`src/rtl/comp_sequencer.sv`:
```
module comp_sequencer #(
  parameter int DW   = 8,
  parameter int PC_W = 6,
  parameter int CW   = 16
) (
  input  logic            clk,
  input  logic            rst_n,
  input  logic            start,
  output logic [PC_W-1:0] imem_addr,
  input  logic [15:0]     imem_data,
  input  logic [DW-1:0]   bus_in,
  input  logic            bus_valid,
  output logic [DW-1:0]   bus_out,
  output logic            bus_drive,
  output logic            busy,
  output logic            done,
  output logic [CW-1:0]   cycle_count
);
  localparam int NREG  = 4;
  localparam int IMM_W = 8;
  localparam logic [3:0] OP_LDI = 4'd1, OP_MOV = 4'd2, OP_SEND = 4'd3, OP_RECV = 4'd4,
                         OP_RECW = 4'd5, OP_DELAY = 4'd6, OP_JNZ = 4'd7, OP_DEC = 4'd8,
                         OP_HALT = 4'd9;

  typedef enum logic [1:0] {ST_IDLE, ST_RUN, ST_HALT} state_t;

  state_t            state;
  logic [PC_W-1:0]   pc;
  logic [IMM_W-1:0]  rem, len;
  logic [DW-1:0]     rf [NREG];
  logic [3:0]        op;
  logic [1:0]        rd, rs;
  logic [IMM_W-1:0]  imm;
  logic              run, fixed_last, step_done, taken;

  assign op  = imem_data[15:12];
  assign rd  = imem_data[11:10];
  assign rs  = imem_data[9:8];
  assign imm = imem_data[7:0];

  assign run       = (state == ST_RUN);
  assign busy      = run;
  assign done      = (state == ST_HALT);
  assign imem_addr = pc;
  assign bus_drive = run && (op == OP_SEND);
  assign bus_out   = bus_drive ? rf[rs] : '0;

  always_comb begin
    len = IMM_W'(1);
    if (op == OP_DELAY && imm != '0) len = imm;
    else if (op == OP_JNZ)            len = IMM_W'(2);
  end

  assign fixed_last = (rem == '0) ? (len == IMM_W'(1)) : (rem == IMM_W'(1));
  assign step_done  = (op == OP_RECW) ? bus_valid : fixed_last;
  assign taken      = (op == OP_JNZ) && (rf[rs] != '0);

  always_ff @(posedge clk or negedge rst_n) begin
    if (!rst_n) begin
      state       <= ST_IDLE;
      pc          <= '0;
      rem         <= '0;
      cycle_count <= '0;
    end else if (start && state != ST_RUN) begin
      state       <= ST_RUN;
      pc          <= '0;
      rem         <= '0;
      cycle_count <= '0;
    end else if (run) begin
      cycle_count <= cycle_count + CW'(1);
      if (op == OP_HALT) begin
        state <= ST_HALT;
      end else if (step_done) begin
        rem <= '0;
        pc  <= taken ? PC_W'(imm) : pc + PC_W'(1);
      end else begin
        rem <= (rem == '0) ? len - IMM_W'(1) : rem - IMM_W'(1);
      end
    end
  end

  always_ff @(posedge clk or negedge rst_n) begin
    if (!rst_n) begin
      for (int i = 0; i < NREG; i++) rf[i] <= '0;
    end else if (run) begin
      case (op)
        OP_LDI:  rf[rd] <= DW'(imm);
        OP_MOV:  rf[rd] <= rf[rs];
        OP_DEC:  rf[rd] <= rf[rd] - DW'(1);
        OP_RECV: rf[rd] <= bus_in;
        OP_RECW: if (bus_valid) rf[rd] <= bus_in;
        default: ;
      endcase
    end
  end
endmodule


```
`config.mk`:
```
export PLATFORM = sky130hd
export DESIGN_NAME = comp_sequencer
export DESIGN_NICKNAME = d
export VERILOG_FILES = /design/src/rtl/comp_sequencer.sv
export SDC_FILE = /design/constraint.sdc
export NUM_CORES = 1
export LEC_CHECK = 0
export BUFFER_PORTS_ARGS = -buffer_cell sky130_fd_sc_hd__buf_2
export CORE_UTILIZATION = 30
export CTS_BUF_LIST = sky130_fd_sc_hd__clkbuf_4 sky130_fd_sc_hd__clkbuf_8 sky130_fd_sc_hd__clkbuf_16
export CTS_CLUSTER_DIAMETER = 120
export DETAILED_ROUTE_END_ITERATION = 10
export PLACE_DENSITY = 0.53
export RECOVER_POWER = 50
export SLEW_MARGIN = 40
export SYNTH_ARGS = -nofsm -noshare
export SYNTH_HDL_FRONTEND = slang
export SYNTH_SLANG_ARGS = --single-unit
```
`constraint.sdc`:
```
create_clock -name clk -period 5 [get_ports clk]
set_input_delay 0.75 -clock clk [delete_from_list [all_inputs] [get_ports clk]]
set_output_delay 0.75 -clock clk [all_outputs]
set_load 0.05 [all_outputs]
```
-- Word level (Yosys, flattened, before mapping)
Index checks and enable logic that the tools add are counted.
- $add $sub $neg: 5
- magnitude comparators: 3
- eq/ne operators: 16
- multiplexer cells: 34
- bitwise operators: 2
- reduce and logical (&&, ||, !) cells: 16
- operators by type and width (operator ; number):
    32-bit case mux with 5 select lines ; 1
    32-bit bitwise mux ; 4
    8-bit two-way mux ; 12
    8-bit binary-select mux with 2-bit select ; 2
    16-bit two-way mux ; 2
    32-bit two-way mux ; 1
    6-bit two-way mux ; 5
    8-bit by 1-bit subtractor with 8-bit output (second input constant) ; 3
    16-bit by 1-bit adder with 16-bit output (second input constant) ; 1
    8-bit demux with 2-bit select ; 1
    4-bit by 3-bit == test with 1-bit output (second input constant) ; 4
    8-bit by 1-bit == test with 1-bit output (second input constant) ; 2
    8-bit nonzero test ; 2
    4-bit by 2-bit == test with 1-bit output (second input constant) ; 2
    4-bit == test (second input constant) ; 2
    8-bit logical NOT ; 1
    2-bit two-way mux ; 4
    6-bit by 1-bit adder with 6-bit output (second input constant) ; 1
    3-bit >= comparator (second input constant) ; 2
    2-bit NOT with 3-bit output ; 2
    3-bit AND reduction ; 2
    2-bit nonzero test ; 3
    1-bit logical AND ; 5
    5-bit nonzero test ; 1
    other kinds (8) ; 11
- register bits: 64
- bits of input ports: 28
- word-level logic and storage cells: 84

-- Logic depth before layout (Yosys ltp)
- depth after elaboration: 11
- mapped depth: 10

-- Least setup slack after synthesis
Ideal clock, no wire load.
- path type: reg2out
- start point: reg state[1]
- end point: out bus_out[0]
- arrival: 2.542 ns
- required time: 4.250 ns
- slack: 1.708 ns
- stages on the path, launching flop included: 7
- path buffers: 2
- cell sequence: dfrtp_1 > nand2b_1 > buf_2 > inv_2 > clkbuf_1 > nand4_1 > nor2b_1
- word-level cells in the longest chain between the ends: 3
- RTL lines (item ; RTL line ; text):
    from (decl) ; 27 ; state_t state;
    from (signal assigned) ; 60 ; state <= ST_IDLE;
    from (signal assigned) ; 65 ; state <= ST_RUN;
    from (signal assigned) ; 72 ; state <= ST_HALT;
    2-bit by 1-bit == test with 1-bit output ; 41 ; assign run = (state == ST_RUN);
    net busy ; 15 ; output logic busy,
    1-bit logical AND ; 45 ; assign bus_drive = run && (op == OP_SEND);
    8-bit two-way mux ; 46 ; assign bus_out = bus_drive ? rf[rs] : '0;
    to (decl) ; 13 ; output logic [DW-1:0] bus_out,
The timed path passes the listed nets, and every way through them passes these cells.

-- Worst setup path in the final report
- start point: reg state[1]
- end point: out bus_out[4]
- word-level cells in the longest chain between the ends: 3
- RTL lines (item ; RTL line):
    2-bit by 1-bit == test with 1-bit output ; 41
    1-bit logical AND ; 45
    8-bit two-way mux ; 46
Every way passes these cells.

==> flow_summary.ini <==
[status]
outcome = finished clean

[placement]
dp_slack_ps = 1600
finalWeightedCongestion = 0.932
dpl_cell_area_sq_um = 4760
hpwl_um = 10100
io_buffers = 60

[setup_path]
cp-start-kind = register
r2r_end = imem_addr[2]
reg2reg_slack_ps = 1990
cp.required_ps = 4250
worstSetupPathType = reg2out
cp-end-kind = primary output
crit_fanout = 15
timing.rr.start = state[0]
ff2ff_path_depth = 7
arrival_ps = 2680

[pwr]
ir_drop_uv = 177
power_mw = 2.71
power_density_nw_per_um2 = 536
leakagePower_nw = 2.16

[synthesis]
synthDistinctLibCells = 64
synth_fp_nets = 487
synth-async-reset-ratio_pct = 100
yosys_most_used_dff = dfrtp_1
syn-cell-area_sq_um = 4290
synth_seq_cells = 64
avgSynthCellArea_sq_um = 9.47
synthCells = 453
yosys_warnings = 0
seq_area_frac_synth_pct = 37.3
synth_edf_count = 0

[route]
final_antenna_net_count = 0
drt_pre_antenna_iters = 7
num_vias = 3926
drc = 0
drtIter0Drc = 299
wl_per_cell_um = 19.5
drt-total-wl_um = 13500
avgViaCountPerCell = 5.67

[cells_and_area]
syn_to_final_growth_pct = 17.8
nets = 541
final_cell_mix = dfrtp_1, buf_2, nand2_1
drive_gt1_share_pct = 21.7
final-seq-area_sq_um = 1600
num-fill-cells = 1416
final_common_cell = dfrtp_1
multi_input_area_sq_um = 2520
fin_area_sq_um = 5050
antenna_cells = 0
utilization_pct = 36.3

[global_routing]
overflow = 0
grt.met3_usage_pct = 4.31
grt_pass1_wl_um = 21100
met2_usage_pct = 30.0
antenna_found_initial = 0
met1_usage_pct = 25.2
grt.total_usage_pct = 19.0
busiest_layer = met2
grt_max_degree = 44
grt_pass1_vias = 3856

[timing]
finClkSkew_ps = 14.7
fin_crit_sh_pct = 68.6
layout_setup_ws_ps = 1570
fmax_ghz = 0.291
rsz0062_at_grt = false
relSlewSlack_pct = 4.73
worstMarginPinSlew_ps = 1430
period_minus_slack_ps = 3430
finalHoldViolations = 0
drv_slew = 0
tns_ps = 0
setup_viol = 0

[clock_tree]
cts.clk_slew.worst_paths_ps = 60
clockBufferDepth = 2
ctsResizeCount = 0
cts_sinks = 64
cts_tree = done
numCtsBuffers = 9
h-tree-depth = 3
clk_latency_ps = 340
cts_hold_buffers = 0
post_cts.repair.setup_buffers = 0
cts_root_buffer = clkbuf_16

[die]
start_util_pct = 30.8
die_w_um = 122
die_h_um = 122
pin_count = 61
fp.coreArea_sq_um = 13900
row_count = 43
dieArea_sq_um = 14800

[run]
cap_viol_max_count = 0

[worst_hold_path]
holdPathStages = 1
min_to = cycle_count[15]
worstHoldStart = cycle_count[15]
hold_path_class = reg2reg
Yosys cell counts, drive strengths merged, types with 3 or more instances:
library cell  instances  area [sq um]
dfrtp                64          1600
nand2                39           146
o21ai                34           170
nor2                 33           124
a21oi                23           115
inv                  19          71.3
mux4                 16           364
nor2b                16           100
nor3                 16          85.1
mux2                 14           158
mux2i                14           140
clkbuf               12          45.0
nand2b               11          68.8
nand3                11          55.1
buf                   9          51.3
o32a                  8          80.1
a31oi                 7          43.8
o2bb2ai               7          61.3
ha                    6          75.1
o22ai                 6          37.5
or3                   6          42.5
and3                  5          31.3
o211ai                5          37.5
o31ai                 5          37.5
nand4                 4          25.0
nor3b                 4          30.0
or2                   4          25.0
xor2                  4          35.0
a211oi                3          22.5
a21o                  3          22.5
a221oi                3          26.3
a2bb2oi               3          26.3
o21a                  3          22.5
o22a                  3          26.3
or4                   3          26.3
xnor2                 3          26.3
power breakdown:
part	switching, mW	internal (mW)	leakage, nW
registers	0.183	0.716	0.805
logic	0.693	0.467	1.20
clock network	0.247	0.404	0.149
kinds of logic after synthesis:
group	count (synthesis)	share of synthesized area [%]
AO/OA/AOI/OAI	125	19.5
XOR/XNOR	7	1.43
adder cells (fa/ha/maj)	6	1.75
buffers and inverters	40	3.91
flip-flops	64	37.3
multiplexers	44	15.4
AND/OR/NAND/NOR	167	20.7
cell type report:
class                   count  share of cell area (%)
inverters                  19                    1.41
flip-flops and latches     64                    31.7
repair buffers             64                    6.51
clock inverters             5                    1.11
well taps                 180                    4.46
clock buffers              11                    4.88
multi-input cells         349                    49.9
per-stage QoR:
step                hold WS (ps)  instances
global placement             454        675
detailed placement           483        676
finish                       493        692
global route                 523        692
floorplan                    454        453
CTS                          405        692
critical path: stages, from the launching register on:
cell,delay (ps)
dfrtp_1,370
nand2b_1,300
inv_1,500
nand4_1,500
nor2b_1,350
buf_2,310
worst max path at each step:
stage / start / end / slack (ps) / cells after the start
2_1_floorplan: state[1] / bus_out[0] / 1710 / 6
3_3_place_gp: imem_data[10] / register / 1680 / 9
3_5_place_dp: imem_data[10] / register / 1600 / 9
4_1_cts: state[1] / bus_out[4] / 1780 / 5
5_1_grt: state[1] / bus_out[4] / 1370 / 5
6_report: state[1] / bus_out[4] / 1570 / 5
per-layer routing:
layer	part of all wire (%)	routed length [um]
met4	1.9	256
met1	44	5930
met5	0	0
met3	6.5	879
met2	48	6450
Note: power is estimated with default switching activity, not from simulation.
